===== src/rtl/mgmt_pkg.sv =====
`timescale 1ns/1ps
package mgmt_pkg;
  localparam int PHY_W      = 5;
  localparam int DEV_W      = 5;
  localparam int REG_W      = 16;
  localparam int DAT_W      = 16;
  localparam int WORD_W     = 32;
  localparam int PRE_LEN    = 32;
  localparam int ADR_HDR_LEN = 16;
  localparam int RD_HDR_LEN = 14;
  localparam int CNT_W      = $clog2(PRE_LEN + 1);

  typedef enum logic [2:0] {
    ST_IDLE, ST_PRE, ST_HDR, ST_ADDR, ST_REL, ST_TA, ST_DATA, ST_FIN
  } mgmtState_t;

  typedef struct packed {
    logic loadArgs;
    logic loadWord;
    logic rdPhase;
    logic shiftOut;
    logic capture;
    logic commit;
    logic driveEn;
    logic forceOne;
  } mgmtStrobe_t;

  function automatic int halfCycles(longint clkHz, longint nsMin);
    longint q;
    q = (clkHz * nsMin + 64'd999_999_999) / 64'd1_000_000_000;
    if (q < 1) q = 1;
    return int'(q);
  endfunction
endpackage


===== src/rtl/mgmt_mdc_gen.sv =====
`timescale 1ns/1ps
module mgmt_mdc_gen #(
  parameter int HALF_CYC = 30
) (
  input  logic clk,
  input  logic rst,
  input  logic en,
  output logic mdc,
  output logic fallTick
);
  localparam int CW = $clog2(HALF_CYC + 1);
  logic [CW-1:0] cnt;
  logic halfEnd;

  assign halfEnd  = en && (cnt == CW'(HALF_CYC - 1));
  assign fallTick = halfEnd & mdc;

  always_ff @(posedge clk) begin
    if (rst || !en) begin
      cnt <= '0;
      mdc <= 1'b0;
    end else if (halfEnd) begin
      cnt <= '0;
      mdc <= ~mdc;
    end else begin
      cnt <= cnt + 1'b1;
    end
  end
endmodule


===== src/rtl/mgmt_seq.sv =====
`timescale 1ns/1ps
module mgmt_seq
  import mgmt_pkg::*;
(
  input  logic        clk,
  input  logic        rst,
  input  logic        start,
  input  logic        fallTick,
  output logic        busy,
  output logic        done,
  output mgmtStrobe_t stb
);
  mgmtState_t state;
  logic rdPh;
  logic [CNT_W-1:0] bitCnt;
  logic [CNT_W-1:0] limit;
  logic lastBit;

  always_comb begin
    case (state)
      ST_PRE:  limit = CNT_W'(PRE_LEN);
      ST_HDR:  limit = rdPh ? CNT_W'(RD_HDR_LEN) : CNT_W'(ADR_HDR_LEN);
      ST_ADDR: limit = CNT_W'(REG_W);
      ST_DATA: limit = CNT_W'(DAT_W);
      default: limit = CNT_W'(1);
    endcase
  end

  assign lastBit = (bitCnt == limit - 1'b1);
  assign busy    = (state != ST_IDLE);

  always_ff @(posedge clk) begin
    if (rst) begin
      state  <= ST_IDLE;
      rdPh   <= 1'b0;
      bitCnt <= '0;
      done   <= 1'b0;
    end else begin
      done <= 1'b0;
      if (state == ST_IDLE) begin
        if (start) begin
          state  <= ST_PRE;
          rdPh   <= 1'b0;
          bitCnt <= '0;
        end
      end else if (fallTick) begin
        if (!lastBit) begin
          bitCnt <= bitCnt + 1'b1;
        end else begin
          bitCnt <= '0;
          case (state)
            ST_PRE:  state <= ST_HDR;
            ST_HDR:  state <= rdPh ? ST_TA : ST_ADDR;
            ST_ADDR: state <= ST_REL;
            ST_REL: begin
              state <= ST_PRE;
              rdPh  <= 1'b1;
            end
            ST_TA:   state <= ST_DATA;
            ST_DATA: state <= ST_FIN;
            default: begin
              state <= ST_IDLE;
              done  <= 1'b1;
            end
          endcase
        end
      end
    end
  end

  always_comb begin
    stb.loadArgs = (state == ST_IDLE) && start;
    stb.loadWord = (state == ST_PRE) && fallTick && lastBit;
    stb.rdPhase  = rdPh;
    stb.shiftOut = fallTick && ((state == ST_HDR) || (state == ST_ADDR));
    stb.capture  = fallTick && (state == ST_DATA);
    stb.commit   = fallTick && (state == ST_FIN) && lastBit;
    stb.driveEn  = (state == ST_PRE) || (state == ST_HDR) || (state == ST_ADDR);
    stb.forceOne = (state == ST_PRE);
  end
endmodule


===== src/rtl/mgmt_shift.sv =====
`timescale 1ns/1ps
module mgmt_shift
  import mgmt_pkg::*;
(
  input  logic             clk,
  input  logic             rst,
  input  mgmtStrobe_t      stb,
  input  logic [PHY_W-1:0] phyAddr,
  input  logic [DEV_W-1:0] devAddr,
  input  logic [REG_W-1:0] regAddr,
  input  logic             mdioIn,
  output logic             mdioOut,
  output logic             mdioOe,
  output logic [DAT_W-1:0] rdData
);
  localparam int PAD_W = WORD_W - 4 - PHY_W - DEV_W;

  logic [PHY_W-1:0]  phyQ;
  logic [DEV_W-1:0]  devQ;
  logic [REG_W-1:0]  regQ;
  logic [WORD_W-1:0] txWord;
  logic [DAT_W-1:0]  rxShift;
  logic              capPend;

  always_ff @(posedge clk) begin
    if (rst) begin
      phyQ    <= '0;
      devQ    <= '0;
      regQ    <= '0;
      txWord  <= '0;
      rxShift <= '0;
      capPend <= 1'b0;
      rdData  <= '0;
    end else begin
      if (stb.loadArgs) begin
        phyQ <= phyAddr;
        devQ <= devAddr;
        regQ <= regAddr;
      end
      if (stb.loadWord) begin
        if (stb.rdPhase) txWord <= {4'b0011, phyQ, devQ, {PAD_W{1'b0}}};
        else             txWord <= {4'b0000, phyQ, devQ, 2'b10, regQ};
      end else if (stb.shiftOut) begin
        txWord <= {txWord[WORD_W-2:0], 1'b0};
      end
      capPend <= stb.capture;
      if (capPend) rxShift <= {rxShift[DAT_W-2:0], mdioIn};
      if (stb.commit) rdData <= rxShift;
    end
  end

  assign mdioOe  = stb.driveEn;
  assign mdioOut = stb.forceOne | (stb.driveEn & txWord[WORD_W-1]);
endmodule


===== src/rtl/mgmt_ext_reader.sv =====
`timescale 1ns/1ps
module mgmt_ext_reader #(
  parameter int CLK_FREQ_HZ = 100_000_000,
  parameter int MIN_HALF_NS = 300
) (
  input  logic        clk,
  input  logic        rst,
  input  logic        start,
  input  logic [4:0]  phyAddr,
  input  logic [4:0]  devAddr,
  input  logic [15:0] regAddr,
  output logic [15:0] rdData,
  output logic        busy,
  output logic        done,
  output logic        mdc,
  output logic        mdioOut,
  output logic        mdioOe,
  input  logic        mdioIn
);
  import mgmt_pkg::*;
  localparam int HALF_CYC = halfCycles(CLK_FREQ_HZ, MIN_HALF_NS);

  mgmtStrobe_t stb;
  logic fallTick;

  mgmt_mdc_gen #(.HALF_CYC(HALF_CYC)) u_clk (
    .clk(clk), .rst(rst), .en(busy), .mdc(mdc), .fallTick(fallTick)
  );

  mgmt_seq u_seq (
    .clk(clk), .rst(rst), .start(start), .fallTick(fallTick),
    .busy(busy), .done(done), .stb(stb)
  );

  mgmt_shift u_dp (
    .clk(clk), .rst(rst), .stb(stb), .phyAddr(phyAddr), .devAddr(devAddr),
    .regAddr(regAddr), .mdioIn(mdioIn), .mdioOut(mdioOut), .mdioOe(mdioOe),
    .rdData(rdData)
  );
endmodule


===== config.mk =====
export PLATFORM = sky130hd
export DESIGN_NAME = mgmt_ext_reader
export DESIGN_NICKNAME = d
export VERILOG_FILES = /design/src/rtl/mgmt_pkg.sv /design/src/rtl/mgmt_mdc_gen.sv /design/src/rtl/mgmt_seq.sv /design/src/rtl/mgmt_shift.sv /design/src/rtl/mgmt_ext_reader.sv
export SDC_FILE = /design/constraint.sdc
export NUM_CORES = 1
export LEC_CHECK = 0
export ABC_AREA = 0
export BUFFER_PORTS_ARGS = -buffer_cell sky130_fd_sc_hd__buf_4
export CELL_PAD_IN_SITES_DETAIL_PLACEMENT = 2
export CELL_PAD_IN_SITES_GLOBAL_PLACEMENT = 2
export CORE_ASPECT_RATIO = 1.2
export CORE_UTILIZATION = 35
export CTS_CLUSTER_DIAMETER = 40
export DETAILED_ROUTE_END_ITERATION = 6
export GPL_TIMING_DRIVEN = 0
export PLACE_DENSITY_LB_ADDON = 0.1
export SETUP_SLACK_MARGIN = 0.4
export SLEW_MARGIN = 20
export SYNTH_ARGS = -nofsm -noshare
export SYNTH_HDL_FRONTEND = slang
export SYNTH_SLANG_ARGS = --single-unit
export TNS_END_PERCENT = 5

===== constraint.sdc =====
create_clock -name clk -period 2.25 [get_ports clk]
set_input_delay 0.225 -clock clk [delete_from_list [all_inputs] [get_ports clk]]
set_output_delay 0.225 -clock clk [all_outputs]
set_load 0.01 [all_outputs]

==> results of run 1 <==
[cells in the mapped netlist, types with 2 or more instances]
master,n
clkbuf_1,22
nand2_1,58
a211oi_1,27
dfxtp_1,108
ha_1,3
nor3_1,10
inv_1,3
o211ai_1,2
and4_1,2
xnor2_1,4
nor2_1,41
nand4_1,20
nand3_1,8
xor2_1,6
buf_2,13
nor3b_1,3
nor2b_1,3
buf_6,5
nor4_1,2
a21oi_1,59
and3_1,2
o31ai_1,16
mux2i_1,47
a31oi_1,2
[layout make-up]
cell class | count | area, µm² | area share (%)
buffer | 41 | 272 | 4.63
sequential | 108 | 2170 | 37.0
timing repair buffer | 76 | 604 | 10.3
clock buffer | 11 | 253 | 4.31
multi-input combinational | 335 | 2320 | 39.6
inverter | 4 | 15.0 | 0.256
tap | 161 | 201 | 3.44
clock inverter | 4 | 25.0 | 0.427
[worst register-to-register path, cell delays in order (launching register included)]
cell and delay [ns]:
dfxtp_1 0.44, nand4b_1 0.21, nor3_4 0.34, o211ai_1 0.17, buf_4 0.21, buf_6 0.14
o31ai_1 0.28, a21oi_1 0.12
[routing by layer]
| metal | GRT usage (%) | up-vias | share of wire [%] |
|---|---|---|---|
| met5 | 0 | - | 0 |
| met4 | 9.28 | 0 | 2.2 |
| met3 | 2.59 | 25 | 2.6 |
| met2 | 42.3 | 70 | 55 |
| met1 | 25.9 | 2002 | 40 |
| li1 | - | 1933 | - |
[kinds of logic (layout without fill, tap and decap cells)]
family | after synthesis | after routing
and+or+nand+nor | 156 | 156
AOI/OAI and AO/OA | 118 | 119
DFF | 108 | 108
muxes | 47 | 47
buffers and inverters | 45 | 136
xor gates and xnor gates | 10 | 10
adders and majority gates | 3 | 3
[flip-flops by register name, summed over array words and instances, names as in the netlist]
signal / flops
u_dp.txWord: 32
u_dp.rdData: 16
u_dp.regQ: 16
u_dp.rxShift: 16
u_seq.bitCnt: 6
u_clk.cnt: 5
u_dp.devQ: 5
u_dp.phyQ: 5
u_seq.state: 3
u_clk.mdc: 1
u_dp.capPend: 1
u_seq.done: 1
u_seq.rdPh: 1
[power by group through the flow]
stage | sequential [µW] | combinational, µW | clock (µW)
after detailed placement | 2020 | 333 | 0
final | 1980 | 447 | 1530
after global routing | 1980 | 480 | 1640
after global placement | 2010 | 316 | 0
after CTS | 1970 | 388 | 1540
after floorplan | 2010 | 198 | 0
[cells in the final DEF (no fill, tap or decap), types with 2 or more instances in the layout]
cell	Yosys	routed
clkbuf_8	0	2
nand3_2	0	2
buf_6	5	11
buf_2	13	3
nor2_2	0	4
a211oi_2	0	7
ha_1	3	2
inv_2	0	2
clkbuf_2	0	5
nor3_4	0	2
buf_4	1	76
xor2_1	6	6
nor2_4	0	2
nor2b_1	3	2
dfxtp_1	108	101
o211ai_1	2	2
o31ai_1	16	11
clkinvlp_4	0	2
a211oi_1	27	20
mux2i_1	47	47
o31ai_2	1	5
nor2_1	41	35
clkinv_2	0	2
nand2_1	58	58
xnor2_1	4	4
a21oi_1	59	58
and3_1	2	2
nand4_1	20	20
nor3b_1	3	2
buf_12	0	2
clkbuf_4	0	4
a31oi_1	2	2
nand3_1	8	6
clkbuf_16	0	9
clkbuf_1	22	15
nor3_1	10	8
dfxtp_2	0	7
[through the flow]
| step | power [µW] | util (%) | TNS [ns] |
|---|---|---|---|
| final | 3950 | 47.8 | 0 |
| after global routing | 4100 | 47.8 | 0 |
| after CTS | 3910 | 46.1 | 0 |
| after detailed placement | 2350 | 41.1 | -1.32 |
| after global placement | 2330 | 41.1 | -0.000292 |
| after floorplan | 2210 | - | 0 |
[what timing repair did]
| action | CTS | global route |
|---|---|---|
| gates cloned | 2 | 3 |
| setup endpoints to repair | 80 | 93 |
| pin swaps | 8 | 13 |
| resized for setup | 52 | 39 |
| hold buffers | 0 | 0 |
| buffers inserted | 14 | 9 |
[worst min-delay path by stage]
stage | slack [ns] | to
2_1_floorplan | 0.36 | u_dp.devQ[0]
3_3_place_gp | 0.44 | u_clk.cnt[0]
3_5_place_dp | 0.46 | u_dp.regQ[13]
4_1_cts | 0.12 | u_dp.regQ[13]
5_1_grt | 0.12 | u_dp.regQ[14]
6_report | 0.12 | u_dp.regQ[14]
==> results_dict.tcl, run 1 <==
set metrics [dict create \
    status "finished, final reports clean" \
    synth_top_family_by_area "compound AO/OA/AOI/OAI gates" \
    grt_pass1_wl_um 23300 \
    synth_fp_nets 520 \
    fin_crit_ns 2.06 \
    ys_seq_area_share_pct 48.3 \
    detail-route-antenna-nets 0 \
    ir_drop_mv 0.321 \
    ys_seq_elements 108 \
    clkTransAtPathRegs_ns 0.08 \
    p_switching_uw 1010 \
    ys_warn_count 0 \
    drtPass1Iterations 4 \
    start_util_pct 36.5 \
    p_clk_share_pct 38.6 \
    power.density_nw_per_um2 673 \
    worstPathMaxFanout 6 \
    maxCapViolCount 0 \
    holdWs_ns 0.121 \
    crit_path_end_kind "register" \
    synthCells 487 \
    seq_power_share_pct 50.0 \
    routedWlPerCell_um 21.0 \
    syn_area_per_cell_um2 9.20 \
    max_stage_delay_ns 0.44 \
    cpLargestDelayFamily "compound AO/OA/AOI/OAI gates" \
    grt_use_total_pct 22.6 \
    crit_end "u_dp.rdData[12]" \
    cts_sinks 108 \
    rr_startpoint "u_seq.bitCnt[0]" \
    crit_required_ns 2.46 \
    place_inst 697 \
    min_path_cells 3 \
    gp_congestion 0.769 \
    tightestPinTransition_ns 0.680 \
    synthTopCellsByArea "dfxtp_1 (48%), mux2i_1 (11%), a21oi_1 (6.6%)" \
    drive_gt1_share_pct 28.8 \
    cp.buffers_inverters 2 \
    yosysTopAreaCell "dfxtp_1" \
    instances_no_fill 740 \
    nFillCells 1309 \
    relSlewSlack_pct 54.7 \
    drt_iter0_markers 104 \
    slew_violations 0 \
    r2r-end "u_dp.rdData[12]" \
    slowest_stage "dfxtp_1" \
    synth_cell_types 45 \
    r2r_slack_ns 0.19 \
    drc 0 \
    intPower_uw 2930 \
    grt_max_degree 17 \
    drt_wl_total_um 15600 \
    placementRows 44 \
    ff2ff_path_depth 7 \
    rsz0062_at_grt "yes" \
    p_leak_uw 0.00233 \
    die-width_um 105 \
    synth_compound_area_share_pct 17.1 \
    worst_setup_path_start_kind "register" \
    max_clock_freq_mhz 487 \
    pwr-share-comb_pct 11.3 \
    ios 51 \
    synthMuxAreaShare_pct 10.5 \
    ys.flop_type "dfxtp_1" \
    fin_area_um2 5860 \
    place.port_buffers 49 \
    die-area_um2 13300 \
    synth_area_um2 4480 \
    synth_xor_area_share_pct 1.96 \
    hold_path_class "in2reg" \
    antenna_found_initial 0 \
    num_antenna_cells 0 \
    worstSetupPathType "reg2reg" \
    path_cells "nand4b_1 -> nor3_4 -> o211ai_1 -> buf_4 -> buf_6 -> o31ai_1 -> a21oi_1" \
    overflow 0 \
    syn2layout_area_growth_pct 30.9 \
    vias_per_cell 5.45 \
    cts_made_buffers 9 \
    synthArstFlopShare_pct 0 \
    synthAdderAreaFrac_pct 0.838 \
    finalHoldViolations 0 \
    crit_path_start "u_seq.bitCnt[0]" \
    core_um2 12300 \
    final.period_utilization_pct 91.3 \
    synth_top_cell_area_share_pct 48.3 \
    cts-root-buf "clkbuf_16" \
    synth_edf_count 0 \
    critPathArrivalTime_ns 2.26 \
    first_global_vias 4345 \
    switching_share_pct 25.7 \
    clk_latency_ns 0.35 \
    clock_path_buffers 2 \
    skew_ns 0.0107 \
    path_depth 7 \
    setup_viol 0 \
    dp_hpwl_um 9460 \
    yosys.area_share.simple_pct 16.3 \
    worstHoldStart "regAddr[14]" \
    fin_nets 608 \
    pre_cts_slack_ns -0.103 \
    num_vias 4030 \
    die_h_um 126 \
    finalWorstSetupSlack_ns 0.195 \
    h-tree-depth 3 \
    cts_tree "yes" \
    place_area_um2 5050 \
]
No activity file was read; power rests on OpenSTA's default activity.
==> inputs of run 2 (changes only) <==
MAX_ROUTING_LAYER = met4   (was not set)
==> run 2 against run 1 <==
  * Core utilization fell by 0.10 points
  * Wire length barely moved
  * Cell area fell by 0.21%
  * Combinational power fell by 1%
  * Sequential power barely moved
  * Critical path depth rose by 1
  * Count of clock-buffer cells in the layout did not move
  * Power fell by 0.19%
  * Via count rose by 0.47%
  * Critical path type unchanged
  * Largest cell class unchanged
==> results_dict.tcl, run 2 (synthesis results as in run 1) <==
set metrics [dict create \
    status "finished, final reports clean" \
    final_cell_mix "dfxtp_1 (102), buf_4 (77), a21oi_1 (58)" \
    path_depth 8 \
    grt_max_degree 17 \
    antenna_found_initial 0 \
    holdWs_ns 0.121 \
    cts_made_buffers 9 \
    detail-route-antenna-nets 0 \
    grt_pass1_wl_um 23300 \
    tightestPinTransition_ns 0.687 \
    cpLargestDelayFamily "compound AO/OA/AOI/OAI gates" \
    routedWlPerCell_um 21.1 \
    fin_nets 607 \
    worstSetupPathType "reg2reg" \
    crit_end "u_seq.state[2]" \
    setup_viol 0 \
    r2r-end "u_seq.state[2]" \
    num_antenna_cells 0 \
    hold_path_class "in2reg" \
    rsz0062_at_grt "yes" \
    num_vias 4049 \
    slew_violations 0 \
    ff2ff_path_depth 8 \
    h-tree-depth 3 \
    gp_congestion 0.779 \
    die-area_um2 13300 \
    clkTransAtPathRegs_ns 0.07 \
    die-width_um 105 \
    rr_startpoint "u_seq.state[0]" \
    final.period_utilization_pct 92.4 \
    first_global_vias 4334 \
    placementRows 44 \
    critPathArrivalTime_ns 2.28 \
    path_cells "buf_6 -> nor3b_1 -> xnor2_1 -> buf_4 -> nand3_2 -> buf_4 -> o32ai_1 -> a2111oi_2" \
    syn2layout_area_growth_pct 30.6 \
    p_total_uw 3940 \
    die_h_um 126 \
    grt_use_total_pct 23.3 \
    cp_common_cell "buf_4" \
    skew_ns 0.00778 \
    cts_hold_buf 0 \
    crit_path_start "u_seq.state[0]" \
    drtPass1Iterations 4 \
    largest_reg_flops 32 \
    start_util_pct 36.5 \
    layout_commonest_cell "dfxtp_1" \
    place.port_buffers 49 \
    drt_iter0_markers 154 \
    clk_latency_ns 0.35 \
    cp.buffers_inverters 3 \
    fin_crit_ns 2.08 \
    max_clock_freq_mhz 481 \
    multiInputGateArea_um2 2320 \
    overflow 0 \
    final_util_pct 47.7 \
    worstPathMaxFanout 9 \
    slowest_stage "o32ai_1" \
    r2r_slack_ns 0.17 \
    core_um2 12300 \
    maxCapViolCount 0 \
    worst_setup_path_start_kind "register" \
    relSlewSlack_pct 54.2 \
    cts_tree "yes" \
    drt_wl_total_um 15600 \
    crit_required_ns 2.45 \
    drive_gt1_share_pct 28.4 \
    finalHoldViolations 0 \
    clock_path_buffers 2 \
    cts-root-buf "clkbuf_16" \
    seq_area_um2 2170 \
    drc 0 \
    cts_sinks 108 \
    p_leak_uw 0.00233 \
    dp_hpwl_um 9460 \
    ios 51 \
    top_register "u_dp.txWord" \
    max_stage_delay_ns 0.45 \
    crit_path_end_kind "register" \
    power.density_nw_per_um2 673 \
    ir_drop_mv 0.333 \
    nFillCells 1312 \
    vias_per_cell 5.48 \
]
run 2: stage by stage:
step                 TNS (ns)  instances  area [µm²]  worst slack [ns]
global placement    -0.000292        697        5050         -0.000292
global route                0        739        5850            0.0676
finish                      0        739        5850             0.172
floorplan                   0        487        4480             0.431
CTS                         0        728        5650             0.237
detailed placement      -1.32        697        5050            -0.103
run 2: area by class of cell:
type / instances / share of cell area [%]
multi-input combinational: 335 / 39.6
sequential: 108 / 37.1
timing repair buffer: 75 / 10.1
buffer: 41 / 4.68
clock buffer: 11 / 4.32
tap: 161 / 3.44
clock inverter: 4 / 0.428
inverter: 4 / 0.257
run 2: layer usage:
metal | GRT usage, % | up-vias | wire (µm)
li1 | - | 1933 | -
met2 | 42.3 | 77 | 8550
met5 | - | - | 0
met1 | 25.9 | 2006 | 6180
met3 | 3.21 | 33 | 370
met4 | 8.29 | 0 | 463
run 2: power breakdown:
part | total (µW) | switching (µW) | internal [µW]
Clock | 1520 | 721 | 803
Sequential | 1980 | 26.6 | 1950
Combinational | 441 | 260 | 181
run 2: worst min-delay path by stage:
stage | start | end | depth (start not counted)
6_report | regAddr[14] | u_dp.regQ[14] | 3
5_1_grt | regAddr[14] | u_dp.regQ[14] | 3
4_1_cts | regAddr[13] | u_dp.regQ[13] | 3
3_5_place_dp | u_dp.regQ[13] | u_dp.regQ[13] | 2
3_3_place_gp | u_clk.cnt[0] | u_clk.cnt[0] | 1
2_1_floorplan | devAddr[0] | u_dp.devQ[0] | 2
run 2: tightest hold or removal path, cell delays in order:
cell     delay (ns)
buf_4          0.11
nand2_1        0.05
a21oi_1        0.05
run 2: what timing repair did:
| action | 4_1_cts | 5_1_grt |
|---|---|---|
| pin swaps | 8 | 8 |
| endpoints found under the setup margin | 80 | 92 |
| gates resized for setup | 52 | 39 |
| gates cloned | 2 | 3 |
| setup buffers | 14 | 8 |
==> inputs of run 3 (changes only) <==
ABC_AREA = 1   (was 0)
CORE_UTILIZATION = 33   (was 35)
==> run 3 against run 2 <==
  * Sequential share of layout area shrank 0.70 points
  * Critical path type unchanged
  * Area after synthesis is 4.6% higher
  * Synthesized cell count increased by 32%
  * First-iteration DRC count fell by 7.1%
  * Sequential power increased by 3%
  * Highest routed layer unchanged
  * Power grew 14%
  * Count of clock-buffer cells in the layout is 2 lower
==> results_dict.tcl, run 3 <==
set metrics [dict create \
    drt_wl_total_um 16300 \
    synth_top_cell_area_share_pct 46.1 \
    tightestPinTransition_ns 0.699 \
    ff2ff_path_depth 10 \
    top_register "u_dp.txWord" \
    slew_violations 0 \
    ys.flop_type "dfxtp_1" \
    syn_area_per_cell_um2 7.26 \
    crit_required_ns 2.56 \
    synth_fp_nets 678 \
    nFillCells 1619 \
    ys_seq_elements 108 \
    fin_crit_ns 1.91 \
    worstSetupPathType "reg2reg" \
    drtPass1Iterations 4 \
    synth_cell_types 29 \
    ys_warn_count 0 \
    synthTopCellsByArea "dfxtp_1 (46%), nand2_1 (15%), nand3_1 (8.9%)" \
    first_global_vias 5077 \
    power.density_nw_per_um2 754 \
    core_um2 13800 \
    setup_viol 0 \
    multiInputGateArea_um2 2350 \
    start_util_pct 33.9 \
    fin_tns_setup_ns 0 \
    grt_max_degree 21 \
    gp_congestion 0.813 \
    cts_tree "yes" \
    largest_reg_flops 32 \
    overflow 0 \
    die-area_um2 14700 \
    max_clock_freq_mhz 522 \
    grt_use_met2_pct 42.3 \
    h-tree-depth 3 \
    placementRows 47 \
    vias_per_cell 5.18 \
    place.port_buffers 48 \
    fin_nets 752 \
    globalRouteMet1Util_pct 24.3 \
    clk_latency_ns 0.37 \
    synth_edf_count 0 \
    cts-root-buf "clkbuf_16" \
    drc 0 \
    pre_cts_slack_ns 0.0531 \
    finalWorstSetupSlack_ns 0.335 \
    p_total_uw 4500 \
    synth_area_um2 4690 \
    grtUsageMet3_pct 3.07 \
    synthCells 645 \
    seq_area_um2 2170 \
    clock_path_buffers 2 \
    die-width_um 111 \
    clkTransAtPathRegs_ns 0.08 \
    syn2layout_area_growth_pct 27.5 \
    cts_hold_buf 0 \
    relSlewSlack_pct 53.4 \
    ir_drop_mv 0.366 \
    dp_hpwl_um 11200 \
    final_util_pct 43.2 \
    drive_gt1_share_pct 22.5 \
    yosysMostFrequentCell "nand2_1" \
    crit_path_end_kind "register" \
    ios 51 \
    yosysTopAreaCell "dfxtp_1" \
    num_antenna_cells 0 \
    num_vias 4634 \
    drt_iter0_markers 143 \
    skew_ns 0.00996 \
    antenna_found_initial 0 \
    p_leak_uw 0.00269 \
    maxCapViolCount 0 \
    die_h_um 133 \
    grt_use_total_pct 22.8 \
    worst_setup_path_start_kind "register" \
    worstPathMaxFanout 10 \
    grt_pass1_wl_um 25700 \
    synthArstFlopShare_pct 0 \
    status "finished, final reports clean" \
    routedWlPerCell_um 18.3 \
    synth_common_cells "nand2_1 (186), dfxtp_1 (108), nand3_1 (83)" \
    finalHoldViolations 0 \
    grt.busiest_layer "met2" \
    ys_seq_area_share_pct 46.1 \
    final.period_utilization_pct 85.1 \
    instances_no_fill 895 \
    min_path_cells 3 \
    place_inst 864 \
    final_cell_mix "nand2_1 (178), dfxtp_1 (103), nand3_1 (63)" \
    hold_path_class "in2reg" \
    critPathArrivalTime_ns 2.23 \
    cts_sinks 108 \
    rsz0062_at_grt "yes" \
    cts_made_buffers 9 \
    detail-route-antenna-nets 0 \
    layout_commonest_cell "nand2_1" \
]
run 3: cell count changes in the layout (fill, tap and decap cells not counted), sizes merged, moves of 6 or more:
cell | before | now
nand4 | 20 | 28
mux2i | 47 | 0
nor2 | 41 | 63
inv | 3 | 45
a211oi | 27 | 0
nand2 | 58 | 193
o21ai | 1 | 26
a21oi | 59 | 47
nand3 | 8 | 86
o31ai | 17 | 0
buf | 93 | 79
nor3 | 10 | 4
run 3: through the flow:
stage / instance area (µm²) / hold slack (ns)
finish: 5970 / 0.0857
global route: 5970 / 0.110
CTS: 5690 / 0.0868
detailed placement: 5260 / 0.457
global placement: 5260 / 0.445
floorplan: 4690 / 0.360
run 3: repair_timing:
item | CTS | global route
endpoints found under the setup margin | 77 | 78
hold endpoints to repair | 0 | 0
resized for setup | 27 | 54
cloned | 1 | 2
pin swaps | 6 | 18
setup buffers | 10 | 2
run 3: worst max-delay path, stage by stage, from the launching register on:
cell     delay [ns]
dfxtp_1        0.33
buf_6          0.14
buf_4          0.12
nand3_4        0.06
buf_4          0.17
inv_1          0.11
buf_1          0.46
nand4_1        0.21
nand3_2        0.11
nand2_1        0.06
inv_1          0.07
run 3: path summary, 6_finish.rpt:
check | from | end | slack, ns
setup / recovery | u_seq.state[0] | u_dp.txWord[21] | 0.34
hold / removal | mdioIn | u_dp.rxShift[0] | 0.09
setup reg to reg | u_seq.state[0] | u_dp.txWord[21] | 0.34
hold reg to reg | u_clk.cnt[0] | u_clk.cnt[0] | 0.46
run 3: layout make-up:
class	instances	share of cell area [%]
well taps	171	3.58
multi-input cells	458	39.3
clock buffers	9	3.77
repair buffers	63	8.84
flip-flops and latches	108	36.4
plain buffers	38	4.11
inverters	41	2.93
clock inverters	7	1.05
run 3: cell families (layout without fill, tap and decap cells):
family                     after synthesis  after routing  synth area share, %
DFF                                    108            108                 46.1
AOI/OAI and AO/OA                       73             73                 7.80
buffers and inverters                   79            158                 7.64
xor gates and xnor gates                 7              7                 1.31
adders and majority gates                3              3                0.801
and+or+nand+nor                        375            375                 36.3
run 3: layer usage:
layer,part of all wire (%),up-vias
met5,0,-
li1,-,2248
met1,41,2295
met3,2.3,26
met4,2.3,0
met2,54,65
run 3: power breakdown:
| part | switching [µW] | internal (µW) | total, µW |
|---|---|---|---|
| Sequential | 62.1 | 1980 | 2040 |
| Combinational | 580 | 286 | 866 |
| Clock | 815 | 781 | 1600 |
